## src/rtl/supv_pkg.sv

```systemverilog
package supv_pkg;

  typedef enum logic [1:0] {
    WDC_LONG  = 2'b00,
    WDC_MID   = 2'b01,
    WDC_SHORT = 2'b10,
    WDC_OFF   = 2'b11
  } wd_code_e;

  typedef enum logic [1:0] {
    ST_POR,
    ST_LOW,
    ST_HOLD,
    ST_RUN
  } rst_state_e;

  function automatic int max3(input int a, input int b, input int c);
    int m;
    m = (a > b) ? a : b;
    return (m > c) ? m : c;
  endfunction

  function automatic int cnt_width(input int max_count);
    return $clog2(max_count + 1);
  endfunction

endpackage

```

## src/rtl/supv_kick_filter.sv

```systemverilog
module supv_kick_filter #(
  parameter int KICK_MIN = 20
) (
  input  logic clk,
  input  logic rst_n,
  input  logic wdi_i,
  output logic kick_o
);
  localparam int HW = supv_pkg::cnt_width(KICK_MIN);
  localparam logic [HW-1:0] HI_FULL = HW'(KICK_MIN);

  logic          sync1_q, sync2_q;
  logic [HW-1:0] hi_cnt_q, hi_cnt_d;

  always_comb begin
    hi_cnt_d = hi_cnt_q;
    if (!sync2_q) begin
      hi_cnt_d = '0;
    end else if (hi_cnt_q != HI_FULL) begin
      hi_cnt_d = hi_cnt_q + 1'b1;
    end
  end

  // restart on the first low sample after a long enough high run
  assign kick_o = !sync2_q && (hi_cnt_q == HI_FULL);

  always_ff @(posedge clk or negedge rst_n) begin
    if (!rst_n) begin
      sync1_q  <= 1'b0;
      sync2_q  <= 1'b0;
      hi_cnt_q <= '0;
    end else begin
      sync1_q  <= wdi_i;
      sync2_q  <= sync1_q;
      hi_cnt_q <= hi_cnt_d;
    end
  end
endmodule

```

## src/rtl/supv_wd_timer.sv

```systemverilog
module supv_wd_timer #(
  parameter int WD_SHORT = 200,
  parameter int WD_MID   = 600,
  parameter int WD_LONG  = 1400,
  localparam int CW      = supv_pkg::cnt_width(supv_pkg::max3(WD_SHORT, WD_MID, WD_LONG))
) (
  input  logic          clk,
  input  logic          rst_n,
  input  logic          tick_i,
  input  logic [1:0]    code_i,
  input  logic          hold_i,
  input  logic          kick_i,
  output logic          expire_o,
  output logic [CW-1:0] count_o
);
  import supv_pkg::*;

  logic [CW-1:0] cnt_q, cnt_d;
  logic [CW-1:0] last_val;
  logic          enabled;

  always_comb begin
    case (wd_code_e'(code_i))
      WDC_SHORT: last_val = CW'(WD_SHORT - 1);
      WDC_MID:   last_val = CW'(WD_MID - 1);
      default:   last_val = CW'(WD_LONG - 1);
    endcase
  end

  assign enabled  = (wd_code_e'(code_i) != WDC_OFF);
  assign expire_o = !hold_i && tick_i && !kick_i && enabled && (cnt_q >= last_val);

  always_comb begin
    cnt_d = cnt_q;
    if (hold_i || kick_i || expire_o || !enabled) begin
      cnt_d = '0;
    end else if (tick_i) begin
      cnt_d = cnt_q + 1'b1;
    end
  end

  always_ff @(posedge clk or negedge rst_n) begin
    if (!rst_n) begin
      cnt_q <= '0;
    end else begin
      cnt_q <= cnt_d;
    end
  end

  assign count_o = cnt_q;
endmodule

```

## src/rtl/supv_rst_seq.sv

```systemverilog
module supv_rst_seq #(
  parameter int POR_TICKS = 200,
  parameter int RST_TICKS = 200
) (
  input  logic clk,
  input  logic rst_n,
  input  logic tick_i,
  input  logic low_i,
  input  logic wd_expire_i,
  output logic rst_act_o
);
  import supv_pkg::*;

  localparam int HW = cnt_width((POR_TICKS > RST_TICKS) ? POR_TICKS : RST_TICKS);
  localparam logic [HW-1:0] POR_LAST = HW'(POR_TICKS - 1);
  localparam logic [HW-1:0] RST_LAST = HW'(RST_TICKS - 1);

  rst_state_e    state_q, state_d;
  logic [HW-1:0] cnt_q, cnt_d;
  logic          act_q;

  always_comb begin
    state_d = state_q;
    cnt_d   = cnt_q;
    case (state_q)
      ST_POR: begin
        if (low_i) begin
          state_d = ST_LOW;
          cnt_d   = '0;
        end else if (tick_i) begin
          if (cnt_q == POR_LAST) begin
            state_d = ST_RUN;
            cnt_d   = '0;
          end else begin
            cnt_d = cnt_q + 1'b1;
          end
        end
      end
      ST_LOW: begin
        cnt_d = '0;
        if (!low_i) state_d = ST_HOLD;
      end
      ST_HOLD: begin
        if (low_i) begin
          state_d = ST_LOW;
          cnt_d   = '0;
        end else if (tick_i) begin
          if (cnt_q == RST_LAST) begin
            state_d = ST_RUN;
            cnt_d   = '0;
          end else begin
            cnt_d = cnt_q + 1'b1;
          end
        end
      end
      default: begin
        if (low_i) begin
          state_d = ST_LOW;
        end else if (wd_expire_i) begin
          state_d = ST_HOLD;
        end
        cnt_d = '0;
      end
    endcase
  end

  always_ff @(posedge clk or negedge rst_n) begin
    if (!rst_n) begin
      state_q <= ST_POR;
      cnt_q   <= '0;
      act_q   <= 1'b1;
    end else begin
      state_q <= state_d;
      cnt_q   <= cnt_d;
      act_q   <= (state_d != ST_RUN);
    end
  end

  assign rst_act_o = act_q;
endmodule

```

## src/rtl/supv_reset_ctl.sv

```systemverilog
module supv_reset_ctl #(
  parameter int POR_TICKS       = 200,
  parameter int RST_TICKS       = 200,
  parameter int WD_SHORT        = 200,
  parameter int WD_MID          = 600,
  parameter int WD_LONG         = 1400,
  parameter int KICK_MIN        = 20,
  parameter bit RST_ACTIVE_HIGH = 1'b0
) (
  input  logic       clk,
  input  logic       rst_n,
  input  logic       tick_i,
  input  logic       low_supply_i,
  input  logic       wdi_i,
  input  logic [1:0] wd_code_i,
  input  logic       flag_wr_i,
  input  logic       flag_wdata_i,
  output logic       rst_o,
  output logic       wd_flag_o
);
  localparam int WD_W = supv_pkg::cnt_width(supv_pkg::max3(WD_SHORT, WD_MID, WD_LONG));

  logic            rst_q;
  logic            wd_kick;
  logic            wd_expire;
  logic [WD_W-1:0] wd_count;
  logic            flag_q, flag_d;

  supv_kick_filter #(.KICK_MIN(KICK_MIN)) u_kick (
    .clk    (clk),
    .rst_n  (rst_n),
    .wdi_i  (wdi_i),
    .kick_o (wd_kick)
  );

  supv_wd_timer #(
    .WD_SHORT (WD_SHORT),
    .WD_MID   (WD_MID),
    .WD_LONG  (WD_LONG)
  ) u_timer (
    .clk      (clk),
    .rst_n    (rst_n),
    .tick_i   (tick_i),
    .code_i   (wd_code_i),
    .hold_i   (rst_q),
    .kick_i   (wd_kick),
    .expire_o (wd_expire),
    .count_o  (wd_count)
  );

  supv_rst_seq #(
    .POR_TICKS (POR_TICKS),
    .RST_TICKS (RST_TICKS)
  ) u_seq (
    .clk         (clk),
    .rst_n       (rst_n),
    .tick_i      (tick_i),
    .low_i       (low_supply_i),
    .wd_expire_i (wd_expire),
    .rst_act_o   (rst_q)
  );

  // expiry has priority over a clearing write
  always_comb begin
    flag_d = flag_q;
    if (wd_expire) begin
      flag_d = 1'b1;
    end else if (flag_wr_i && !flag_wdata_i) begin
      flag_d = 1'b0;
    end
  end

  always_ff @(posedge clk or negedge rst_n) begin
    if (!rst_n) begin
      flag_q <= 1'b0;
    end else begin
      flag_q <= flag_d;
    end
  end

  assign wd_flag_o = flag_q;

  generate
    if (RST_ACTIVE_HIGH) begin : g_pol_high
      assign rst_o = rst_q;
    end else begin : g_pol_low
      assign rst_o = ~rst_q;
    end
  endgenerate
endmodule

```

## config.mk

```make
export PLATFORM = sky130hd
export DESIGN_NAME = supv_reset_ctl
export DESIGN_NICKNAME = d
export VERILOG_FILES = /design/src/rtl/supv_pkg.sv /design/src/rtl/supv_kick_filter.sv /design/src/rtl/supv_wd_timer.sv /design/src/rtl/supv_rst_seq.sv /design/src/rtl/supv_reset_ctl.sv
export SDC_FILE = /design/constraint.sdc
export NUM_CORES = 1
export LEC_CHECK = 0
export ABC_AREA = 1
export BUFFER_PORTS_ARGS = -buffer_cell sky130_fd_sc_hd__buf_2
export CAP_MARGIN = 0
export CELL_PAD_IN_SITES_DETAIL_PLACEMENT = 1
export CELL_PAD_IN_SITES_GLOBAL_PLACEMENT = 2
export CORE_ASPECT_RATIO = 1.1
export CORE_MARGIN = 5
export CORE_UTILIZATION = 36
export DETAILED_ROUTE_END_ITERATION = 10
export HOLD_SLACK_MARGIN = 0.05
export MAX_ROUTING_LAYER = met4
export PLACE_DENSITY_LB_ADDON = 0.25
export SLEW_MARGIN = 10
export SYNTH_ARGS = -nofsm -noshare
export SYNTH_HDL_FRONTEND = slang
export SYNTH_SLANG_ARGS = --single-unit
```

## constraint.sdc

```tcl
create_clock -name clk -period 2.1 [get_ports clk]
set_clock_uncertainty 0.1 [all_clocks]
set_input_delay 0.42 -clock clk [delete_from_list [all_inputs] [get_ports clk]]
set_output_delay 0.42 -clock clk [all_outputs]
set_load 0.05 [all_outputs]
```

Word level (Yosys, flattened, before mapping):

Cells that the tools add are included.

* reduce and logical (&&, ||, !) cells: 18
* $add $sub $neg: 3
* magnitude comparators: 1
* equal/unequal tests: 11
* muxes and demuxes: 18
* bitwise operators: 1

Operators by type and width (count)
* $mux 8: 4
* $mux 11: 2
* $pmux 11 s2: 1
* $mux 2: 6
* $add 11x1->11 const B: 1
* $ge 11x11->1: 1
* $mux 5: 2
* $add 8x1->8 const B: 1
* $eq 8x8->1 const B: 1
* $logic_and 1x1->1: 6
* $ne 2x2->1 const B: 3
* $add 5x1->5 const B: 1
* $eq 5x5->1 const B: 1
* $logic_not 1->1: 5
* $ne 5x5->1 const B: 1
* $eq 2x1->1 const B: 2
* $eq 2x2->1 const B: 2
* $pmux 2 s2: 1
* $reduce_bool 2->1: 2
* $logic_or 1x1->1: 3
* $ne 3x1->1 const B: 1
* $logic_not 2->1: 1
* $mux 1: 2
* $reduce_or 2->1: 1
* $not 1->1: 1

* bits of input ports: 9
* output and inout port bits: 2
* register bits after elaboration: 30
* word-level logic and storage cells: 60

Depth between registers and ports, before layout:

Gate-level depths: netlist (run 1).

* depth in word-level cells: 10
* gate-level depth with buffers: 14
* mapped depth without buffers: 14

Modules after synthesis:

A second synthesis (run 1) with hierarchy kept.

* cells, all modules: 238
* area, all modules: 1875.5 um^2

Modules (own cells, without submodules)
* supv_wd_timer: cells each 116, sequential area each 275.3 um^2, area an instance 894.6 um^2, instances 1
* supv_rst_seq: cells each 74, sequential area each 276.5 um^2, area an instance 599.3 um^2, instances 1
* supv_kick_filter: cells each 41, sequential area each 175.2 um^2, area an instance 334.1 um^2, instances 1
* supv_reset_ctl: cells each 7, sequential area each 25.0 um^2, area an instance 47.5 um^2, instances 1

Worst setup path before layout (run 1):

Ideal clock, no wire load.

* path kind: in2reg
* start: input port wd_code_i[0]
* end: register u_timer.cnt_q[10] (netlist: u_timer.count_o[10])
* cell stages on the path: 11
* required time: 1.931 ns
* buffers on the path: 0
* data arrival time: 1.718 ns
* setup slack: 0.213 ns
* cells stage by stage: inv_1 > ha_1 > inv_1 > ha_1 > nand2_1 > inv_1 > a21oi_1 > nand3_2 > nand2_2 > nand2_4 > nor2_2

* cells in the longest elaborated chain, start to end: 7
* elaborated cells between the ends (all ways): 12
* classes of those cells: 1 x order compare; 3 x eq/ne; 2 x mux; 6 x reduce/logical

RTL lines
* start, declared: RTL line supv_reset_ctl.sv:15 `input logic [1:0] wd_code_i,`
* $eq 2x1->1 or $eq 2x2->1 (tied branches): RTL line supv_wd_timer.sv:23 `case (wd_code_e'(code_i))`
* $pmux 11 s2: RTL line supv_wd_timer.sv:23
* $ge 11x11->1: RTL line supv_wd_timer.sv:31 `assign expire_o = !hold_i && tick_i && !kick_i && enabled && (cnt_q >= last_val);`
* $logic_and 1x1->1: RTL line supv_wd_timer.sv:31
* $logic_or 1x1->1: RTL line supv_wd_timer.sv:35 `if (hold_i || kick_i || expire_o || !enabled) begin`
* $logic_or 1x1->1 *: RTL line supv_wd_timer.sv:35
* $mux 11 or $reduce_bool 2->1 (tied branches)
* end signal, assigned: RTL line supv_wd_timer.sv:46 `cnt_q <= cnt_d;`
* end, declared: RTL line supv_wd_timer.sv:18 `logic [CW-1:0] cnt_q, cnt_d;`

Every way passes the cells marked *; elsewhere a longest branch is shown, timed or not.
A chain may end at the register's enable or synchronous reset.

Worst setup path in the final report (run 1):

* start: input port wd_code_i[0]
* end: register u_timer.cnt_q[7] (netlist: u_timer.count_o[7])

The elaborated chain is that of the path after synthesis.

==> results.md, run 1 <==
| Group | Result | This run |
|---|---|---|
| critical path | Data required time of the critical path | 2.21 ns |
| layout | Number of standard cells in the final layout excluding fillers | 287 |
| layout | Synthesis-to-finish area growth | 12.1% |
| grt | Number of global-route vias before repair | 1630 |
| synthesis | Netlist area before placement | 1770 sq um |
| critical path | Largest driver fanout on the critical path | 9 |
| timing | Setup-violating endpoint count in the final report | 0 |
| critical path | Critical Path Start Type | primary input |
| timing | Slew headroom | 53.9% |
| timing | Fmax | 545 MHz |
| grt | Overflow left after global routing | 0 |
| synthesis | Share of the yosys chip area belonging to registers | 42.4% |
| power | Peak supply drop | 323 uV |
| floorplan | Die width | 76.9 um |
| min path | Class of the most critical hold timing path | in2async |
| drt | WL per Instance | 13.6 um |
| timing | Min cycle time layout | 1.83 ns |
| layout | Fin nets | 253 |
| power | Leakage component of the power | 0.000979 uW |
| clocking | Number of setup buffers added after CTS | 0 |
| power | Power per unit of standard cell area | 601 nW/um^2 |
| floorplan | Initial Util | 37.6% |
| drt | Iteration-0 DRC count of the detailed router | 34 |
| synthesis | Number of instances in the synthesized netlist | 213 |
| layout | Cell area after layout | 1990 sq um |
| floorplan | Die Span Y | 83.6 um |
| timing | Final setup margin | 0.266 ns |
| clocking | H-tree depth reported by CTS | 2 |
| critical path | Crit end category | flip-flop |
| place | Port Buf Inserts | 10 |
| critical path | Critical path data arrival time | 1.94 ns |
| timing | Unrepaired setup endpoints after global routing | false |
| clocking | Clock slew at the register clock pins of the worst setup and hold paths | 0.07 ns |
| drt | Detailed-routing iteration count for the pre-antenna-repair pass | 4 |
| grt | Largest net degree at the start of global routing | 31 |
| place | Worst setup slack before clock tree synthesis | -0.0584 ns |
| clocking | Clock latency reported for the late side of the worst-skew pair | 0.28 ns |
| timing | Worst slew pin tran | 0.692 ns |
| floorplan | Site Rows | 26 |
| drt | Average vias per placed instance | 5.01 |
| layout | Antenna fix cells | 0 |
| clocking | Cell at the root of the clock tree | sky130_fd_sc_hd__clkbuf_8 |
| synthesis | Syn. warnings | 0 |
| grt | Total track usage | 13.6% |
| clocking | Number of hold-repair buffers added at the cts stage | 0 |
| drt | DRC violation count after routing | 0 |
| floorplan | Top-level I/O count | 11 |
| place | Placed Area | 1890 sq um |
| place | Final GP Congestion | 0.818 |
| floorplan | Area of the die | 6430 sq um |
| drt | Routed Antenna Nets | 0 |
| clocking | Num CTS Buffers | 5 |
| clocking | Max Root-Sink Buffers | 2 |
| drt | Sum of routed wire length over all layers | 3.89 mm |
| power | Power, Total | 1200 uW |
| layout | Number of inserted filler cells in the final layout | 581 |
| synthesis | Synth Net Count | 236 |
| grt | First-pass GRT wire length | 7.07 mm |
| synthesis | Flip-flop and latch count after synthesis | 30 |
| place | Placed wire-length estimate | 3.11 mm |
| synthesis | Post-Synthesis Mean Instance Area | 8.32 sq um |
| layout | Share of final-layout standard cells stronger than drive strength 1 | 17.7% |
| clocking | Number of sinks handled by clock tree synthesis | 30 |
| run | Max-Cap Viols | 0 |
| drt | Overall via count from detail_route | 1437 |
| clocking | CTS tree | built |
| synthesis | Post-synth cell types | 29 |
| grt | Antenna violations before repair | 0 |
| critical path | Start-to-end type of the worst setup path | in2reg |
| floorplan | Core region area | 4720 sq um |
| timing | Pins Over Slew Limit | 0 |
| outcome | Run status | finished clean |
| place | Placed cells | 279 |
| timing | Part of the cycle the worst path needs | 87.3% |
| clocking | Quantity of gates resized following cts | 0 |
| timing | Setup Total Neg Slack | 0 ns |
| timing | Final Hold Vio Count | 0 |
## sequential cells by signal, summed over array words and instances (netlist names)
name             count
u_seq.rst_act_o      1
u_seq.state_q        2
u_timer.count_o     11
u_seq.cnt_q          8
u_kick.hi_cnt_q      5
wd_flag_o            1
u_kick.sync1_q       1
u_kick.sync2_q       1
## cells in the mapped netlist (all sizes together)
| master | instances | area share (%) |
|---|---|---|
| a21oi | 10 | 2.8 |
| a22oi | 1 | 0.42 |
| a31oi | 1 | 0.35 |
| buf | 1 | 0.42 |
| dfrtp | 29 | 41 |
| dfstp | 1 | 1.5 |
| ha | 14 | 9.9 |
| inv | 35 | 7.4 |
| nand2 | 41 | 9.8 |
| nand3 | 17 | 5.1 |
| nand3b | 2 | 0.85 |
| nand4 | 4 | 1.4 |
| nor2 | 26 | 6.2 |
| nor3 | 6 | 2.9 |
| nor3b | 2 | 0.85 |
| o21ai | 8 | 2.3 |
| o21bai | 1 | 0.42 |
| o22ai | 2 | 0.71 |
| or2 | 1 | 0.35 |
| xnor2 | 1 | 0.49 |
| xor2 | 10 | 4.9 |
## area by class of cell
type,instances,area (sq um),area share [%]
Clock buffer,6,82.6,4.15
Inverter,35,131,6.61
Sequential cell,30,752,37.8
Tap cell,56,70.1,3.52
Multi-Input combinational cell,147,882,44.4
Timing Repair Buffer,11,57.6,2.89
Clock inverter,2,12.5,0.629
## power by group
part / internal, uW / total, uW / switching (uW)
Clock: 263 / 488 / 225
Sequential: 592 / 604 / 11.4
Combinational: 33.0 / 104 / 70.9
## through the flow
step,hold WS (ns),util [%]
after global placement,0.239,40.1
after floorplan,0.0244,-
after CTS,0.116,42.1
final,0.0843,42.1
after detailed placement,0.244,40.1
after global routing,0.137,42.1
## worst max-delay path: stages
cell,delay [ns]
sky130_fd_sc_hd__buf_2,0.09
sky130_fd_sc_hd__inv_1,0.05
sky130_fd_sc_hd__ha_1,0.28
sky130_fd_sc_hd__inv_1,0.09
sky130_fd_sc_hd__ha_1,0.25
sky130_fd_sc_hd__nand2_1,0.09
sky130_fd_sc_hd__inv_1,0.04
sky130_fd_sc_hd__a21oi_1,0.21
sky130_fd_sc_hd__nand3_2,0.10
sky130_fd_sc_hd__nand2_2,0.11
sky130_fd_sc_hd__nand2_4,0.10
sky130_fd_sc_hd__nor2_1,0.11
## final timing paths
path | to | slack (ns) | cells past startpoint | startpoint
max in group asynchronous | u_seq.cnt_q[5] | 1.37 | 1 | rst_n
worst min-delay path | u_timer.count_o[7] | 0.08 | 1 | rst_n
worst max-delay path | u_timer.count_o[7] | 0.27 | 12 | wd_code_i[0]
worst max register to register | u_timer.count_o[7] | 0.39 | 10 | u_timer.count_o[4]
min in group clk | u_kick.sync1_q | 0.14 | 1 | wdi_i
worst min register to register | u_kick.sync2_q | 0.26 | 0 | u_kick.sync1_q
## routing by layer
layer | vias up | track usage, % | share of wire [%]
li1 | 711 | - | -
met1 | 711 | 14.5 | 40
met5 | - | - | 0
met3 | 5 | 3.67 | 2.8
met2 | 10 | 24.6 | 56
met4 | 0 | 3.34 | 1.1
## placed cells by master (no fill, tap or decap), drive strengths merged
cell,synthesis,final
buf,1,11
o22ai,2,2
nor2,26,26
clkbuf,0,6
or2,1,1
dfrtp,29,29
a21oi,10,10
o21ai,8,8
xnor2,1,1
nand2,41,41
clkinv,0,1
nand4,4,4
a22oi,1,1
nand3,17,17
dfstp,1,1
inv,35,35
xor2,10,10
o21bai,1,1
nor3b,2,2
a31oi,1,1
clkinvlp,0,1
ha,14,14
nor3,6,6
nand3b,2,2
## cell families after synthesis
group	synth area share [%]
AND/OR/NAND/NOR	27.5
XOR/XNOR	5.43
adder cells (fa/ha/maj)	9.88
AO/OA/AOI/OAI	6.99
flip-flops	42.4
buffers and inverters	7.83
Power figures use the tool's default switching activity.
==> run 2: changes to the inputs <==
- CORE_ASPECT_RATIO: 1.1 -> 0.75
==> run 2 against run 1 <==
Net effect:
- critical path depth did not move
- worst setup slack got worse by 0.022 ns
- flip-flop and latch count did not move
- hold slack got worse by 0.0081 ns
- die area rose by 0.21%
- via count fell by 2.9%
- first-iteration DRC count rose by 5.9%
- global-route usage fell by 0.47 points
- design area rose by 1.7%
- fmax fell by 1.2%
- register-to-register slack got worse by 0.02 ns
==> results.md, run 2 (synthesized netlist as in run 1, its figures left out) <==
| Group | Result | This run | Delta |
|---|---|---|---|
| layout | Synthesis-to-finish area growth | 14.0% |  |
| clocking | Number of hold-repair buffers added at the cts stage | 0 | unchanged |
| place | Final GP Congestion | 0.761 | -6.9% |
| power | Peak supply drop | 353 uV | +9.5% |
| critical path | Data required time of the critical path | 2.20 ns | about the same |
| grt | Antenna violations before repair | 0 | unchanged |
| power | Gate power share | 8.3% | -0.4 points |
| critical path | Start-to-end type of the worst setup path | in2reg |  |
| floorplan | Core region area | 4840 sq um | +2.7% |
| drt | Iteration-0 DRC count of the detailed router | 36 | +5.9% |
| drt | WL per Instance | 13.0 um | -4.2% |
| place | Placed wire-length estimate | 2.99 mm | -3.8% |
| power | Switching share of power | 24.0% | -1.7 points |
| clocking | Number of setup buffers added after CTS | 0 | unchanged |
| critical path | Slowest stage delay, CP | 0.28 ns | about the same |
| layout | Cell area after layout | 2020 sq um | +1.7% |
| drt | Sum of routed wire length over all layers | 3.81 mm | -2.2% |
| layout | Most common cell after layout, fill and taps aside | sky130_fd_sc_hd__nand2_1 |  |
| critical path | Critical Path Start Type | primary input |  |
| layout | Share of final-layout standard cells stronger than drive strength 1 | 18.5% | +0.71 points |
| timing | Pins Over Slew Limit | 0 | unchanged |
| min path | Class of the most critical hold timing path | in2async |  |
| timing | Min cycle time layout | 1.86 ns | +0.0222 ns |
| power | Leakage component of the power | 0.00100 uW | +2.1% |
| layout | Antenna fix cells | 0 | unchanged |
| grt | Number of global-route vias before repair | 1375 | -16% |
| timing | Fmax | 539 MHz | -1.2% |
| critical path | Cell type of the slowest stage on the worst timing path | sky130_fd_sc_hd__ha_1 |  |
| timing | Unrepaired setup endpoints after global routing | false |  |
| grt | Largest net degree at the start of global routing | 31 | unchanged |
| floorplan | Site Rows | 22 | -15% |
| drt | Average vias per placed instance | 4.76 | -4.9% |
| timing | Part of the cycle the worst path needs | 88.4% | +1.1 points |
| floorplan | Area of the die | 6440 sq um | +0.21% |
| drt | Overall via count from detail_route | 1395 | -2.9% |
| drt | Detailed-routing iteration count for the pre-antenna-repair pass | 4 | unchanged |
| place | Worst setup slack before clock tree synthesis | -0.0794 ns | -0.0210 ns |
| clocking | Clock latency reported for the late side of the worst-skew pair | 0.28 ns | about the same |
| drt | Routed Antenna Nets | 0 | unchanged |
| power | Relative contribution of sequential cells to total power | 47.0% | -3.5 points |
| floorplan | Top-level I/O count | 11 | unchanged |
| power | Design internal power | 976 uW | +9.9% |
| timing | Final setup margin | 0.244 ns | -0.0222 ns |
| place | Placed Area | 1910 sq um | +1.1% |
| timing | Setup-violating endpoint count in the final report | 0 | unchanged |
| clocking | Cell at the root of the clock tree | sky130_fd_sc_hd__clkbuf_8 |  |
| drt | DRC violation count after routing | 0 | unchanged |
| clocking | CTS tree | built |  |
| layout | Max FFs per register | 11 | unchanged |
| grt | Overflow left after global routing | 0 | unchanged |
| clocking | Num CTS Buffers | 5 | unchanged |
| grt | Total track usage | 13.1% | -0.47 points |
| clocking | Max Root-Sink Buffers | 2 | unchanged |
| critical path | Critical path data arrival time | 1.96 ns | +0.02 ns |
| critical path | Largest driver fanout on the critical path | 9 | unchanged |
| place | Port Buf Inserts | 10 | unchanged |
| timing | Final Hold Vio Count | 0 | unchanged |
| clocking | Number of sinks handled by clock tree synthesis | 30 | unchanged |
| floorplan | Die width | 91.0 um | +18% |
| layout | Commonest cells after routing, fill and taps aside | sky130_fd_sc_hd__nand2_1, sky130_fd_sc_hd__inv_1, sky130_fd_sc_hd__dfrtp_1 |  |
| clocking | Quantity of gates resized following cts | 0 | unchanged |
| grt | First-pass GRT wire length | 6.62 mm | -6.3% |
| power | Power per unit of standard cell area | 635 nW/um^2 | +5.7% |
| timing | Slew headroom | 54.8% | +0.97 points |
| clocking | H-tree depth reported by CTS | 2 | unchanged |
| outcome | Run status | finished clean |  |
| timing | Worst slew pin tran | 0.677 ns | -0.0145 ns |
| power | Switching power | 309 uW | +0.53% |
| timing | Setup Total Neg Slack | 0 ns | unchanged |
| run | Max-Cap Viols | 0 | unchanged |
| critical path | Crit end category | flip-flop |  |
| floorplan | Initial Util | 36.6% | -0.99 points |
| power | Relative contribution of the clock network to total power | 44.8% | +4.0 points |
| clocking | Clock slew at the register clock pins of the worst setup and hold paths | 0.06 ns | about the same |
| critical path | Ordered cell list for the critical path | buf_2 -> inv_1 -> ha_1 -> inv_1 -> ha_1 -> nand2_1 -> nand2_1 -> a21oi_1 -> nand3_2 -> nand2_2 -> nand2_4 -> nor2_1 |  |
| layout | Fin nets | 255 | +0.79% |
| floorplan | Die Span Y | 70.8 um | -15% |
[run 2: final timing paths]
| check | slack [ns] | endpoint | depth (start not counted) | startpoint |
|---|---|---|---|---|
| worst min-delay path | 0.08 | u_seq.cnt_q[7] | 1 | rst_n |
| worst max register to register | 0.37 | u_timer.count_o[3] | 8 | u_timer.count_o[8] |
| min in group clk | 0.14 | u_kick.sync1_q | 1 | wdi_i |
| worst max-delay path | 0.24 | u_timer.count_o[3] | 12 | wd_code_i[0] |
| worst min register to register | 0.25 | u_kick.sync2_q | 0 | u_kick.sync1_q |
| max in group asynchronous | 1.39 | u_timer.count_o[3] | 1 | rst_n |
[run 2: power groups by stage]
stage | Clock, uW | Combinational (uW) | Sequential, uW
6_report | 575 | 106 | 604
2_1_floorplan | 0 | 66.0 | 612
3_3_place_gp | 0 | 108 | 614
5_1_grt | 621 | 123 | 605
4_1_cts | 594 | 110 | 604
3_5_place_dp | 0 | 109 | 615
[run 2: layer usage]
layer | vias to the layer above | track usage [%] | part of all wire, %
met5 | - | - | 0
met2 | 13 | 18.1 | 42
met3 | 4 | 3.08 | 3.2
li1 | 724 | - | -
met4 | 0 | 3.91 | 0.84
met1 | 654 | 19.1 | 54
[run 2: metrics by stage]
| step | power, uW | utilization [%] | hold WS, ns | cells |
|---|---|---|---|---|
| 2_1_floorplan | 678 | - | 0.0244 | 213 |
| 3_3_place_gp | 722 | 39.5 | 0.233 | 285 |
| 3_5_place_dp | 724 | 39.5 | 0.238 | 285 |
| 4_1_cts | 1310 | 41.7 | 0.101 | 293 |
| 5_1_grt | 1350 | 41.7 | 0.130 | 293 |
| 6_report | 1280 | 41.7 | 0.0762 | 293 |
[run 2: layout make-up]
type / count / area (sq um)
sequential: 30 / 752
multi-input combinational: 147 / 882
inverter: 35 / 131
timing repair buffer: 13 / 72.6
fill: 609 / 2820
clock inverter: 3 / 40.0
tap: 60 / 75.1
clock buffer: 5 / 68.8
[run 2: critical path, delay by kind of cell]
kind	cells	cell delay (ns)
fa+ha+maj	2	0.53
simple gates	6	0.57
compound gates	1	0.20
buf+inv	3	0.24
==> run 3: changes to the inputs <==
- CELL_PAD_IN_SITES_GLOBAL_PLACEMENT: 2 -> 1
- CORE_UTILIZATION: 36 -> 45
- GPL_ROUTABILITY_DRIVEN: unset -> 0
- HOLD_SLACK_MARGIN: 0.05 -> unset
==> run 3 against run 2 <==
Net effect:
- final cell count fell by 3.4%
- critical endpoint is now u_timer.count_o[0]
- combinational power hardly changed
- core utilization is 12 points higher
- sequential power hardly changed
- clock power grew 3%
==> results.md, run 3 (synthesized netlist as in run 1, its figures left out) <==
| Group | Result | This run | Delta |
|---|---|---|---|
| drt | DRC violation count after routing | 0 | unchanged |
| layout | Synthesis-to-finish area growth | 12.6% |  |
| run | Max-Cap Viols | 0 | unchanged |
| clocking | H-tree depth reported by CTS | 2 | unchanged |
| floorplan | Core region area | 3730 sq um | -23% |
| place | Placed wire-length estimate | 3.10 mm | +3.5% |
| critical path | Launching element of the worst setup path | wd_code_i[0] |  |
| critical path | Critical Path Start Type | primary input |  |
| critical path | Endpoint of the most critical setup path | u_timer.count_o[0] |  |
| critical path | Largest driver fanout on the critical path | 3 | -6 |
| grt | Overflow left after global routing | 0 | unchanged |
| layout | Most common cell after layout, fill and taps aside | sky130_fd_sc_hd__nand2_1 |  |
| floorplan | Site Rows | 19 | -14% |
| critical path | Total number of cells along the worst setup path | 12 | unchanged |
| grt | Largest net degree at the start of global routing | 31 | unchanged |
| floorplan | Die Span Y | 64.4 um | -9.1% |
| power | Relative contribution of sequential cells to total power | 46.5% | -0.5 points |
| drt | Sum of routed wire length over all layers | 4.06 mm | +6.6% |
| clocking | Num CTS Buffers | 5 | unchanged |
| layout | Number of standard cells in the final layout excluding fillers | 283 | -3.4% |
| grt | Number of global-route vias before repair | 1585 | +15% |
| drt | Overall via count from detail_route | 1458 | +4.5% |
| timing | Fmax | 526 MHz | -2.5% |
| power | Gate power share | 8.0% | -0.3 points |
| critical path | Launch point of the worst reg-to-reg path | u_timer.count_o[8] |  |
| timing | Slew headroom | 54.7% | -0.13 points |
| timing | Min cycle time layout | 1.90 ns | +0.0469 ns |
| floorplan | Top-level I/O count | 11 | unchanged |
| place | Placed Area | 1890 sq um | -1.3% |
| critical path | Critical path data arrival time | 2.02 ns | +0.06 ns |
| timing | Part of the cycle the worst path needs | 90.6% | +2.2 points |
| power | Leakage component of the power | 0.000990 uW | -0.96% |
| critical path | Cell type of the slowest stage on the worst timing path | sky130_fd_sc_hd__ha_1 |  |
| layout | Footprint of the flip-flops and latches | 752 sq um | unchanged |
| clocking | Max Root-Sink Buffers | 2 | unchanged |
| critical path | Cells on worst reg2reg path | 8 | unchanged |
| critical path | Data required time of the critical path | 2.22 ns | +0.02 ns |
| floorplan | Area of the die | 5310 sq um | -18% |
| place | Port Buf Inserts | 10 | unchanged |
| drt | Average vias per placed instance | 5.15 | +8.2% |
| clocking | CTS tree | built |  |
| clocking | Clock slew at the register clock pins of the worst setup and hold paths | 0.07 ns | about the same |
| clocking | Quantity of gates resized following cts | 0 | unchanged |
| critical path | Crit end category | flip-flop |  |
| grt | Total track usage | 18.4% | +5.3 points |
| timing | Worst slew pin tran | 0.679 ns | +0.00193 ns |
| layout | Commonest cells after routing, fill and taps aside | sky130_fd_sc_hd__nand2_1, sky130_fd_sc_hd__inv_1, sky130_fd_sc_hd__dfrtp_1 |  |
| grt | Antenna violations before repair | 0 | unchanged |
| clocking | Number of sinks handled by clock tree synthesis | 30 | unchanged |
| timing | Pins Over Slew Limit | 0 | unchanged |
| critical path | Setup slack, reg-to-reg | 0.36 ns | about the same |
| clocking | Clock latency reported for the late side of the worst-skew pair | 0.29 ns | about the same |
| layout | Antenna fix cells | 0 | unchanged |
| layout | Share of final-layout standard cells stronger than drive strength 1 | 17.7% | -0.71 points |
| floorplan | Die width | 82.5 um | -9.4% |
| grt | First-pass GRT wire length | 7.20 mm | +8.8% |
| power | Switching power | 326 uW | +5.8% |
| clocking | Number of setup buffers added after CTS | 0 | unchanged |
| drt | Iteration-0 DRC count of the detailed router | 40 | +11% |
| critical path | Start-to-end type of the worst setup path | in2reg |  |
| drt | Detailed-routing iteration count for the pre-antenna-repair pass | 4 | unchanged |
| timing | Setup-violating endpoint count in the final report | 0 | unchanged |
| critical path | WP buf/inv | 4 | +1 |
| timing | Unrepaired setup endpoints after global routing | false |  |
| critical path | Ordered cell list for the critical path | buf_2 -> inv_1 -> ha_1 -> inv_1 -> ha_1 -> nand2_1 -> inv_1 -> a21oi_1 -> nand2_1 -> nor2_1 -> nand2_1 -> o21ai_1 |  |
| drt | WL per Instance | 14.3 um | +10% |
| min path | Class of the most critical hold timing path | in2async |  |
| outcome | Run status | finished clean |  |
| power | Peak supply drop | 429 uV | +21% |
| place | Placed cells | 275 | -3.5% |
| layout | Multi-input combinational cell area | 882 sq um | unchanged |
| power | Relative contribution of the clock network to total power | 45.5% | +0.7 points |
| layout | Fin nets | 253 | -0.78% |
| critical path | Cell family with the largest share of critical-path delay | adder cells |  |
| power | Switching share of power | 25.1% | +1.1 points |
| drt | Routed Antenna Nets | 0 | unchanged |
| power | Power per unit of standard cell area | 651 nW/um^2 | +2.5% |
| layout | Cell area after layout | 2000 sq um | -1.2% |
| layout | Max FFs per register | 11 | unchanged |
| power | Design internal power | 974 uW | -0.23% |
| timing | Final Hold Vio Count | 0 | unchanged |
| clocking | Cell at the root of the clock tree | sky130_fd_sc_hd__clkbuf_8 |  |
| layout | Fraction of the core area covered by cells at the end of the flow | 53.5% | +12 points |
| floorplan | Initial Util | 47.5% | +11 points |
| layout | Number of inserted filler cells in the final layout | 460 | -24% |
| timing | Setup Total Neg Slack | 0 ns | unchanged |
| clocking | Number of hold-repair buffers added at the cts stage | 0 | unchanged |
| critical path | Worst reg2reg path endpoint | u_timer.count_o[0] |  |
| critical path | Slowest stage delay, CP | 0.28 ns | about the same |
## run 3: cell count changes in the layout (fill, tap and decap cells not counted), sizes merged
cell / change
buf: -2
## run 3: stage by stage
| step | total power [uW] | hold slack (ns) | setup WS [ns] |
|---|---|---|---|
| 2_1_floorplan | 678 | 0.0244 | 0.213 |
| 3_3_place_gp | 713 | 0.235 | 0.00790 |
| 3_5_place_dp | 722 | 0.242 | -0.103 |
| 4_1_cts | 1310 | 0.0864 | 0.197 |
| 5_1_grt | 1360 | 0.121 | 0.0494 |
| 6_report | 1300 | 0.0623 | 0.197 |
## run 3: power by group through the flow
stage               registers, uW  clock network [uW]  logic [uW]
floorplan                     612                   0        66.0
global route                  606                 629         123
finish                        604                 592         104
global placement              613                   0        99.9
CTS                           604                 601         107
detailed placement            615                   0         107
## run 3: how the worst min path moves through the flow
stage | start | endpoint | slack [ns]
5_1_grt | wdi_i | u_kick.sync1_q | 0.12
3_5_place_dp | u_kick.sync1_q | u_kick.sync2_q | 0.24
3_3_place_gp | u_kick.sync1_q | u_kick.sync2_q | 0.23
6_report | rst_n | u_seq.cnt_q[4] | 0.06
4_1_cts | rst_n | u_seq.cnt_q[4] | 0.09
2_1_floorplan | rst_n | u_kick.hi_cnt_q[0] | 0.02
## run 3: worst register-to-register path: cells and delay by family (launching register included)
| family | cells | cell delay, ns |
|---|---|---|
| adder cells (fa/ha/maj) | 1 | 0.34 |
| AO/OA/AOI/OAI | 2 | 0.33 |
| flip-flops | 1 | 0.45 |
| AND/OR/NAND/NOR | 5 | 0.45 |
## run 3: layout make-up
| type | count | area share (%) |
|---|---|---|
| Clock buffer | 5 | 3.45 |
| Clock inverter | 3 | 2.01 |
| Inverter | 35 | 6.58 |
| Multi-Input combinational cell | 147 | 44.2 |
| Sequential cell | 30 | 37.7 |
| Tap cell | 52 | 3.26 |
| Timing Repair Buffer | 11 | 2.88 |
## run 3: metal layers
metal | up-vias | global-route usage [%] | wire [um]
li1 | 714 | - | -
met1 | 715 | 23.5 | 1960
met2 | 23 | 27.7 | 1890
met3 | 6 | 5.48 | 161
met4 | 0 | 6.22 | 53
met5 | - | - | 0
